$ cat src/rtl/krw_pkg.sv
package krw_pkg;

    typedef enum logic [0:0] {
        SLOT_SHUT = 1'b0,
        SLOT_OPEN = 1'b1
    } slot_state_e;

    typedef enum logic [1:0] {
        KICK_SHUT   = 2'b00,
        KICK_HALF_A = 2'b01,
        KICK_HALF_B = 2'b10,
        KICK_OPEN   = 2'b11
    } kick_state_e;

    localparam logic [31:0] DFLT_SLOT_KEY_BASE = 32'h5EC0_1000;
    localparam logic [31:0] DFLT_KICK_KEY0     = 32'hC0DE_0A11;
    localparam logic [31:0] DFLT_KICK_KEY1     = 32'h0B5E_55ED;

endpackage

$ cat src/rtl/krw_lock_slot.sv
module krw_lock_slot
    import krw_pkg::*;
#(
    parameter int          ADDR_W    = 8,
    parameter int          DATA_W    = 32,
    parameter int          LOCK_ADDR = 16,
    parameter int          TGT_ADDR  = 0,
    parameter logic [DATA_W-1:0] KEY = '1,
    parameter int          WIN       = 4
) (
    input  logic              clk,
    input  logic              rst_n,
    input  logic [ADDR_W-1:0] bus_addr,
    input  logic [DATA_W-1:0] bus_wdata,
    input  logic              bus_wr,
    input  logic              bus_rd,
    output logic              slot_open
);
    localparam int CNT_W = $clog2(WIN + 1);

    slot_state_e      state_q, state_d;
    logic [CNT_W-1:0] cnt_q, cnt_d;

    logic at_lock, at_tgt, lock_wr, key_ok, tgt_wr, touch_other;

    always_comb begin
        at_lock     = (bus_addr == ADDR_W'(LOCK_ADDR));
        at_tgt      = (bus_addr == ADDR_W'(TGT_ADDR));
        lock_wr     = bus_wr && at_lock;
        key_ok      = (bus_wdata == KEY);
        tgt_wr      = bus_wr && at_tgt;
        touch_other = (bus_wr || bus_rd) && !at_lock && !at_tgt;
    end

    // state register
    always_ff @(posedge clk or negedge rst_n) begin
        if (!rst_n) begin
            state_q <= SLOT_SHUT;
            cnt_q   <= '0;
        end else begin
            state_q <= state_d;
            cnt_q   <= cnt_d;
        end
    end

    // next state
    always_comb begin
        state_d = state_q;
        cnt_d   = cnt_q;
        unique case (state_q)
            SLOT_SHUT: begin
                if (lock_wr && key_ok) begin      // arm
                    state_d = SLOT_OPEN;
                    cnt_d   = CNT_W'(WIN);
                end
            end
            SLOT_OPEN: begin
                if (lock_wr) begin
                    if (key_ok) begin             // re-arm
                        cnt_d = CNT_W'(WIN);
                    end else begin                // relock
                        state_d = SLOT_SHUT;
                        cnt_d   = '0;
                    end
                end else if (tgt_wr || touch_other) begin  // consume / cancel
                    state_d = SLOT_SHUT;
                    cnt_d   = '0;
                end else if (cnt_q == CNT_W'(1)) begin      // expire
                    state_d = SLOT_SHUT;
                    cnt_d   = '0;
                end else begin                    // tick
                    cnt_d = cnt_q - CNT_W'(1);
                end
            end
            default: begin
                state_d = SLOT_SHUT;
                cnt_d   = '0;
            end
        endcase
    end

    // outputs
    always_comb begin
        slot_open = (state_q == SLOT_OPEN);
    end

endmodule

$ cat src/rtl/krw_kick_fsm.sv
module krw_kick_fsm
    import krw_pkg::*;
#(
    parameter int                ADDR_W = 8,
    parameter int                DATA_W = 32,
    parameter int                ADDR_A = 24,
    parameter int                ADDR_B = 25,
    parameter logic [DATA_W-1:0] KEY_A  = '1,
    parameter logic [DATA_W-1:0] KEY_B  = '1
) (
    input  logic              clk,
    input  logic              rst_n,
    input  logic [ADDR_W-1:0] bus_addr,
    input  logic [DATA_W-1:0] bus_wdata,
    input  logic              bus_wr,
    output logic              kick_open
);
    kick_state_e state_q, state_d;
    logic held_a, held_b, next_a, next_b;
    logic wr_a, wr_b;

    always_comb begin
        wr_a = bus_wr && (bus_addr == ADDR_W'(ADDR_A));
        wr_b = bus_wr && (bus_addr == ADDR_W'(ADDR_B));
    end

    // state register
    always_ff @(posedge clk or negedge rst_n) begin
        if (!rst_n) state_q <= KICK_SHUT;
        else        state_q <= state_d;
    end

    // next state
    always_comb begin
        held_a = 1'b0;
        held_b = 1'b0;
        unique case (state_q)
            KICK_SHUT:   begin held_a = 1'b0; held_b = 1'b0; end
            KICK_HALF_A: begin held_a = 1'b1; held_b = 1'b0; end
            KICK_HALF_B: begin held_a = 1'b0; held_b = 1'b1; end
            KICK_OPEN:   begin held_a = 1'b1; held_b = 1'b1; end
            default:     begin held_a = 1'b0; held_b = 1'b0; end
        endcase
        next_a = wr_a ? (bus_wdata == KEY_A) : held_a;
        next_b = wr_b ? (bus_wdata == KEY_B) : held_b;
        unique case ({next_b, next_a})
            2'b00:   state_d = KICK_SHUT;
            2'b01:   state_d = KICK_HALF_A;
            2'b10:   state_d = KICK_HALF_B;
            2'b11:   state_d = KICK_OPEN;
            default: state_d = KICK_SHUT;
        endcase
    end

    // outputs
    always_comb begin
        kick_open = (state_q == KICK_OPEN);
    end

endmodule

$ cat src/rtl/krw_cfg_bank.sv
module krw_cfg_bank #(
    parameter int                ADDR_W    = 8,
    parameter int                DATA_W    = 32,
    parameter int                N_CFG     = 8,
    parameter int                N_SLOT    = 4,
    parameter logic [N_CFG-1:0]  KICK_MASK = '0
) (
    input  logic                    clk,
    input  logic                    rst_n,
    input  logic [ADDR_W-1:0]       bus_addr,
    input  logic [DATA_W-1:0]       bus_wdata,
    input  logic                    bus_wr,
    input  logic [N_SLOT-1:0]       slot_open,
    input  logic                    kick_open,
    output logic [N_CFG*DATA_W-1:0] cfg_flat,
    output logic [DATA_W-1:0]       rd_word,
    output logic                    wr_drop
);
    logic [N_CFG-1:0][DATA_W-1:0] cfg_q;
    logic [N_CFG-1:0] hit, allow;

    for (genvar j = 0; j < N_CFG; j++) begin : g_word
        assign hit[j] = bus_wr && (bus_addr == ADDR_W'(j));
        if (j < N_SLOT) begin : g_slot_guard
            assign allow[j] = slot_open[j];
        end else if (KICK_MASK[j]) begin : g_kick_guard
            assign allow[j] = kick_open;
        end else begin : g_free
            assign allow[j] = 1'b1;
        end
        assign cfg_flat[j*DATA_W +: DATA_W] = cfg_q[j];
    end

    always_ff @(posedge clk or negedge rst_n) begin
        if (!rst_n) begin
            cfg_q <= '0;
        end else begin
            for (int j = 0; j < N_CFG; j++) begin
                if (hit[j] && allow[j]) cfg_q[j] <= bus_wdata;
            end
        end
    end

    always_comb begin
        wr_drop = |(hit & ~allow);
        rd_word = '0;
        for (int j = 0; j < N_CFG; j++) begin
            if (bus_addr == ADDR_W'(j)) rd_word = cfg_q[j];
        end
    end

endmodule

$ cat src/rtl/krw_key_bank.sv
module krw_key_bank
    import krw_pkg::*;
#(
    parameter int                ADDR_W        = 8,
    parameter int                DATA_W        = 32,
    parameter int                N_CFG         = 8,
    parameter int                N_SLOT        = 4,
    parameter int                RELOCK_WIN    = 4,
    parameter int                LOCK_BASE     = 16,
    parameter int                KICK_ADDR_A   = 24,
    parameter int                KICK_ADDR_B   = 25,
    parameter logic [DATA_W-1:0] SLOT_KEY_BASE = DATA_W'(DFLT_SLOT_KEY_BASE),
    parameter logic [DATA_W-1:0] KICK_KEY_A    = DATA_W'(DFLT_KICK_KEY0),
    parameter logic [DATA_W-1:0] KICK_KEY_B    = DATA_W'(DFLT_KICK_KEY1),
    parameter logic [N_CFG-1:0]  KICK_MASK     = 8'b0011_0000
) (
    input  logic                    clk,
    input  logic                    rst_n,
    input  logic [ADDR_W-1:0]       bus_addr,
    input  logic [DATA_W-1:0]       bus_wdata,
    input  logic                    bus_wr,
    input  logic                    bus_rd,
    output logic [DATA_W-1:0]       bus_rdata,
    output logic                    wr_err,
    output logic [N_CFG*DATA_W-1:0] cfg_out
);
    logic [N_SLOT-1:0] slot_open;
    logic              kick_open;
    logic              wr_drop;
    logic              err_q;

    for (genvar i = 0; i < N_SLOT; i++) begin : g_slot
        krw_lock_slot #(
            .ADDR_W   (ADDR_W),
            .DATA_W   (DATA_W),
            .LOCK_ADDR(LOCK_BASE + i),
            .TGT_ADDR (i),
            .KEY      (SLOT_KEY_BASE + DATA_W'(i)),
            .WIN      (RELOCK_WIN)
        ) u_slot (
            .clk      (clk),
            .rst_n    (rst_n),
            .bus_addr (bus_addr),
            .bus_wdata(bus_wdata),
            .bus_wr   (bus_wr),
            .bus_rd   (bus_rd),
            .slot_open(slot_open[i])
        );
    end

    krw_kick_fsm #(
        .ADDR_W(ADDR_W),
        .DATA_W(DATA_W),
        .ADDR_A(KICK_ADDR_A),
        .ADDR_B(KICK_ADDR_B),
        .KEY_A (KICK_KEY_A),
        .KEY_B (KICK_KEY_B)
    ) u_kick (
        .clk      (clk),
        .rst_n    (rst_n),
        .bus_addr (bus_addr),
        .bus_wdata(bus_wdata),
        .bus_wr   (bus_wr),
        .kick_open(kick_open)
    );

    krw_cfg_bank #(
        .ADDR_W   (ADDR_W),
        .DATA_W   (DATA_W),
        .N_CFG    (N_CFG),
        .N_SLOT   (N_SLOT),
        .KICK_MASK(KICK_MASK)
    ) u_bank (
        .clk      (clk),
        .rst_n    (rst_n),
        .bus_addr (bus_addr),
        .bus_wdata(bus_wdata),
        .bus_wr   (bus_wr),
        .slot_open(slot_open),
        .kick_open(kick_open),
        .cfg_flat (cfg_out),
        .rd_word  (bus_rdata),
        .wr_drop  (wr_drop)
    );

    always_ff @(posedge clk or negedge rst_n) begin
        if (!rst_n) err_q <= 1'b0;
        else        err_q <= wr_drop;
    end

    assign wr_err = err_q;

endmodule

$ cat config.mk
export PLATFORM = sky130hd
export DESIGN_NAME = krw_key_bank
export DESIGN_NICKNAME = d
export VERILOG_FILES = /design/src/rtl/krw_pkg.sv /design/src/rtl/krw_lock_slot.sv /design/src/rtl/krw_kick_fsm.sv /design/src/rtl/krw_cfg_bank.sv /design/src/rtl/krw_key_bank.sv
export SDC_FILE = /design/constraint.sdc
export NUM_CORES = 1
export LEC_CHECK = 0
export BUFFER_PORTS_ARGS = -buffer_cell sky130_fd_sc_hd__buf_2
export CORE_AREA = 2 2 163 165
export CTS_CLUSTER_DIAMETER = 100
export CTS_CLUSTER_SIZE = 28
export DETAILED_ROUTE_END_ITERATION = 10
export DIE_AREA = 0 0 165 167
export PLACE_DENSITY = 0.81
export SLEW_MARGIN = 20
export SYNTH_ARGS = -nofsm -noshare
export SYNTH_HDL_FRONTEND = slang
export SYNTH_HIERARCHICAL = 1
export SYNTH_SLANG_ARGS = --single-unit
$ cat constraint.sdc
create_clock -name clk -period 2.25 [get_ports clk]
set_input_delay 0.1125 -clock clk [delete_from_list [all_inputs] [get_ports clk]]
set_output_delay 0.1125 -clock clk [all_outputs]
set_load 0.01 [all_outputs]
==> Word level (Yosys, flattened, before mapping) <==
Index checks and enable logic that the tools add are counted.
{ "word_totals": {"ff_bits": 275, "in_bits": 44, "output_inout_bits": 289, "elab_cells": 175} }
{ "op_classes": {"addsub": 4, "eq_ne": 33, "n_mux": 61, "bitwise": 6, "n_reduce_logical": 53} }
{ "ops": {"columns": ["op", "count"], "rows": [
  ["$mux W32", 8],
  ["$eq A32 B31 Y1 const B", 4],
  ["$mux W3", 20],
  ["$eq A8 B5 Y1 const B", 6],
  ["$eq A32 B28 Y1 const B", 1],
  ["$eq A32 B32 Y1 const B", 1],
  ["$eq A8 B3 Y1 const B", 4],
  ["$logic_and A1 B1 Y1", 32],
  ["$pmux W3 S2", 4],
  ["$mux W1", 22],
  ["$eq A8 B2 Y1 const B", 2],
  ["$eq A3 B1 Y1 const B", 4],
  ["$pmux W1 S2", 6],
  ["$sub A3 B1 Y3 const B", 4],
  ["$and A8 B8 Y8", 1],
  ["$eq A2 B2 Y1 const B", 4],
  ["$eq A8 B1 Y1 const B", 1],
  ["$logic_not A1 Y1", 8],
  ["$logic_not A8 Y1", 1],
  ["$ne A2 B1 Y1 const B", 4],
  ["$not A8 Y8", 1],
  ["$pmux W2 S4", 1],
  ["$reduce_or A2 Y1", 4],
  ["$reduce_or A8 Y1", 1],
  ["other kinds (4)", 13]
]} }

==> Logic depth before layout (Yosys ltp) <==
{ "logic_depth": {"word_depth": 9, "depth_mapped": 7} }

==> Cells and area by module <==
The synthesis kept the hierarchy.
{ "modules_own_cells": {"columns": ["mod", "instances", "cells_each", "area_each_um2", "seq_area_each_um2"], "rows": [
  ["krw_cfg_bank", 1, 878, 12140.4, 6406.1],
  ["krw_lock_slot at g_slot[1].u_slot ...", 2, 36, 349.1, 100.1],
  ["krw_lock_slot at g_slot[0].u_slot", 1, 37, 367.9, 100.1],
  ["krw_lock_slot at g_slot[3].u_slot", 1, 36, 332.8, 100.1],
  ["krw_kick_fsm", 1, 30, 259.0, 50.0],
  ["krw_key_bank", 1, 1, 25.0, 25.0]
]} }

==> Worst setup path after synthesis <==
OpenSTA, ideal clock, no wires.
{ "synth_timing": {"kind": "input port to flip-flop", "startpoint": "input port bus_addr[6]", "endpoint": "register u_bank.cfg_q (netlist bit u_bank/cfg_flat[219])", "setup_ns": 0.125, "arrival_time_ns": 1.807, "required_time_ns": 2.125, "slack_ns": 0.318, "cell_stages": 6, "n_path_buf": 2, "cell_sequence": "or4_4 > or2_1 > buf_6 > nor3_4 > buf_6 > mux2_2"} }
{ "synth_between": {"elab_chain_len": 2} }
{ "synth_rtl": {"columns": ["element", "line_no", "text"], "rows": [
  ["start: declaration", "krw_key_bank.sv:19", "input logic [ADDR_W-1:0] bus_addr,"],
  ["$eq A8 B3 Y1", "krw_cfg_bank.sv:23", "assign hit[j] = bus_wr && (bus_addr == ADDR_W'(j));"],
  ["$logic_and A1 B1 Y1", "krw_cfg_bank.sv:23", null],
  ["end signal: indexed assignment", "krw_cfg_bank.sv:39", "if (hit[j] && allow[j]) cfg_q[j] <= bus_wdata;"],
  ["end: declaration", "krw_cfg_bank.sv:19", "logic [N_CFG-1:0][DATA_W-1:0] cfg_q;"]
]} }
Every way passes these cells.
A chain may end at the register's enable or synchronous reset.

==> Worst setup path in the final report <==
{ "layout_timing": {"startpoint": "register u_bank.cfg_q (netlist bit u_bank/cfg_flat[174])", "endpoint": "output port bus_rdata[14]"} }
{ "layout_between": {"elab_chain_len": 3} }
{ "layout_rtl": {"columns": ["element", "line_no", "text"], "rows": [
  ["$mux W32 (3 in a row)", "krw_cfg_bank.sv:48", "if (bus_addr == ADDR_W'(j)) rd_word = cfg_q[j];"],
  ["end: declaration", "krw_key_bank.sv:23", "output logic [DATA_W-1:0] bus_rdata,"]
]} }
Every way passes these cells.

==> flow_metrics.py <==
metrics = {
    "run_status": {
        "status": "complete, no violations",
    },
    "cts": {
        "tritoncts": "built",
        "clockBufferDepth": 3,
        "worst_skew_pair.late_latency_ns": 0.49,
        "cts_buffers": 13,
        "clk_pin_slew_ns": 0.11,
        "clockRootBuffer": "clkbuf_16",
        "cts_setup_buffers": 0,
        "ctsHtreeMaxLevel": 1,
        "cts.sinks": 275,
    },
    "setup_path": {
        "r2r_end": "u_bank/cfg_flat[150]",
        "crit_fanout": 4,
        "cp-end-kind": "output port",
        "critPathSlowestCell": "mux4_2",
        "required_ns": 2.14,
        "critPathCapture": "bus_rdata[14]",
        "start_kind": "flip-flop",
        "cp-startpoint": "u_bank/cfg_flat[174]",
        "r2r_cells": 4,
        "path_class": "flip-flop to output port",
        "reg2reg_slack_ns": 0.60,
        "max_stage_delay_ns": 0.50,
        "cp_data_arrival_time_ns": 2.07,
        "r2r-start": "u_kick/state_q[0]",
        "crit_chain": "mux4_2 -> o22ai_2 -> a311oi_1 -> buf_4 -> buf_2",
    },
    "power_and_ir_drop": {
        "p_leak_nw": 8.75,
        "p_sw_share_pct": 25.2,
        "peakVddDrop_mv": 0.600,
        "power_switching_mw": 2.13,
        "comb_power_share_pct": 9.7,
        "p_clk_share_pct": 30.7,
        "p_seq_share_pct": 59.6,
        "p_per_area_mw_per_mm2": 512,
        "intPower_mw": 6.33,
    },
    "synthesis": {
        "synthSimpleGateAreaFrac_pct": 9.62,
        "synth_xor_area_share_pct": 0.190,
        "ys.flop_type": "dfrtp_1",
        "synth_seq_area_share_pct": 49.8,
        "syn_area_mm2": 0.0138,
        "synth-seq-cells": 275,
        "yosysWarnings": 6,
        "synth.distinct_cells": 67,
        "synth.avg_cell_area_um2": 13.1,
        "yosys-mux-area-fraction_pct": 28.9,
        "synth_top_family_by_area": "multiplexers",
        "synth_edf_count": 0,
        "async_flop_share_pct": 100,
        "synthAdderAreaFrac_pct": 0.724,
        "synth_compound_area_share_pct": 7.31,
        "synth_fp_nets": 1106,
        "synth_cells": 1054,
    },
    "floorplanning": {
        "design.die.area_mm2": 0.0276,
        "die_height_um": 167,
        "core_area_mm2": 0.0258,
        "initial_core_util_pct": 53.7,
        "num_rows": 59,
        "die_w_um": 165,
        "ios": 333,
    },
    "cells_and_area": {
        "mostFrequentLayoutCells": "buf_2, mux2_2, dfrtp_1",
        "area_growth_pct": 19.7,
        "diodes": 0,
        "drive_above_1_share_pct": 52.3,
        "nets": 1438,
        "post-route-util_pct": 64.2,
        "final_common_cell": "buf_2",
    },
    "global_routing": {
        "grtUsageTotal_pct": 31.2,
        "grt_pass1_vias": 11300,
        "grt_start_max_net_pins": 70,
        "overflow": 0,
        "grt_pass1_wl_um": 66300,
        "grt_antenna_before_repair": 1,
    },
    "run": {
        "max_cap_violations": 0,
    },
    "route": {
        "via_per_inst": 6.29,
        "drt_iter0_drc": 928,
        "drc": 0,
        "final_antenna_net_count": 0,
        "wirelength_um": 43100,
        "dr.pass1.iters": 5,
        "wire_per_inst_um": 25.1,
        "via_count": 10800,
    },
    "sta": {
        "worst_pin_slew_ns": 0.857,
        "period_share_pct": 96.9,
        "finalMaxSlewViolations": 0,
        "fmaxAchievable_mhz": 459,
        "period_minus_slack_ns": 2.18,
        "rsz0062_at_grt": "false",
        "finalHoldViolCount": 0,
        "finalSetupViolations": 0,
        "finalSetupTns_ns": 0,
        "skew_ns": 0.0205,
        "fin_ws_ns": 0.0707,
        "whs_ns": 0.0427,
        "slew_headroom_pct": 42.9,
    },
    "place": {
        "hpwlAfterDp_um": 30400,
        "place.gp.congestion": 0.882,
        "dpl_worst_slack_ns": 0.0299,
        "port_buffers": 332,
    },
    "worst_hold_path": {
        "holdCritPathClass": "primary input to flip-flop",
    },
}
==> metrics by stage <==
| stage | total power, mW | instances | area (µm²) |
|---|---|---|---|
| 6_report | 8.47 | 1720 | 16500 |
| 4_1_cts | 8.50 | 1720 | 16500 |
| 3_3_place_gp | 5.93 | 1704 | 16200 |
| 2_1_floorplan | 5.45 | 1054 | 13800 |
| 5_1_grt | 8.74 | 1720 | 16500 |
| 3_5_place_dp | 5.95 | 1704 | 16200 |
==> how the worst min path moves through the flow <==
stage	start	end	cells past startpoint
after floorplan	rst_n	g_slot[0].u_slot/cnt_q[0]	0
after global placement	rst_n	u_bank/cfg_flat[6]	1
after detailed placement	rst_n	u_bank/cfg_flat[70]	1
after CTS	bus_wdata[27]	u_kick/state_q[1]	3
after global routing	bus_wdata[0]	u_bank/cfg_flat[32]	2
final	bus_wdata[27]	u_kick/state_q[1]	3
==> cell families after synthesis <==
logic type               Yosys count
AO/OA/AOI/OAI                    142
multiplexers                     343
buffers and inverters             93
flip-flops                       275
XOR/XNOR                           3
AND/OR/NAND/NOR                  190
adder cells (fa/ha/maj)            8
==> sequential cells by signal, summed over array words and instances, names as in the netlist <==
signal and cells:
u_bank/cfg_flat 256, g_slot.u_slot/slot_open 4, wr_err 1, g_slot.u_slot/cnt_q 12
u_kick/state_q 2
==> layer usage <==
| layer | track usage, % | up-vias | wire length [µm] |
|---|---|---|---|
| li1 | - | 4613 | - |
| met1 | 42.1 | 5578 | 17200 |
| met2 | 49.6 | 538 | 20700 |
| met3 | 6.95 | 96 | 3780 |
| met4 | 11.0 | 0 | 1480 |
| met5 | 0 | - | 0 |
==> cell usage after synthesis, types with 5 or more instances <==
library cell / instances / area, µm²
a21o_1: 10 / 75.1
nand2_1: 37 / 139
nor2_1: 13 / 48.8
buf_6: 10 / 113
nand4b_1: 5 / 43.8
buf_2: 11 / 55.1
nand2b_1: 17 / 106
a22o_1: 18 / 158
nand3b_1: 20 / 150
a22oi_1: 17 / 128
nor4b_1: 21 / 184
mux2_2: 287 / 3230
mux2_1: 16 / 180
a21oi_1: 20 / 100
o21ai_0: 19 / 95.1
nand3_1: 8 / 40.0
inv_1: 23 / 86.3
mux4_2: 15 / 338
o22ai_1: 14 / 87.6
nor2b_1: 5 / 31.3
buf_4: 9 / 67.6
clkbuf_1: 35 / 131
ha_1: 8 / 100
nor4_1: 11 / 68.8
dfrtp_1: 275 / 6880
mux2i_1: 25 / 250
or4_1: 5 / 37.5
nand4_1: 7 / 43.8
nor3_1: 6 / 30.0
a311oi_1: 10 / 87.6
o221ai_1: 13 / 114
==> power groups by stage <==
stage | clock network [mW] | registers, mW | logic, mW
detailed placement | 0 | 5.14 | 0.807
global placement | 0 | 5.14 | 0.791
finish | 2.60 | 5.05 | 0.819
floorplan | 0 | 5.15 | 0.297
CTS | 2.64 | 5.05 | 0.813
global route | 2.80 | 5.06 | 0.879
==> timing repair <==
item | CTS | global route
cloned | 0 | 0
endpoints found under the hold margin | 62 | 0
hold buffers | 2 | 0
setup endpoints to repair | 1 | 1
gates resized for setup | 1 | 1
==> critical path: cells and delay by family (launching register included) <==
kind                   cells  cell delay, ns
AOI/OAI and AO/OA          2            0.35
DFF                        1            0.45
buffers and inverters      2            0.29
muxes                      1            0.50
==> layout make-up <==
type                    instances  area (µm²)
fillers                      2034        9220
flip-flops and latches        275        6880
multi-input cells             686        6490
repair buffers                387        2330
well taps                     335         419
clock buffers                  13         325
inverters                      23        86.3
clock inverters                 1        7.51
(Power assumes the default switching activity.)
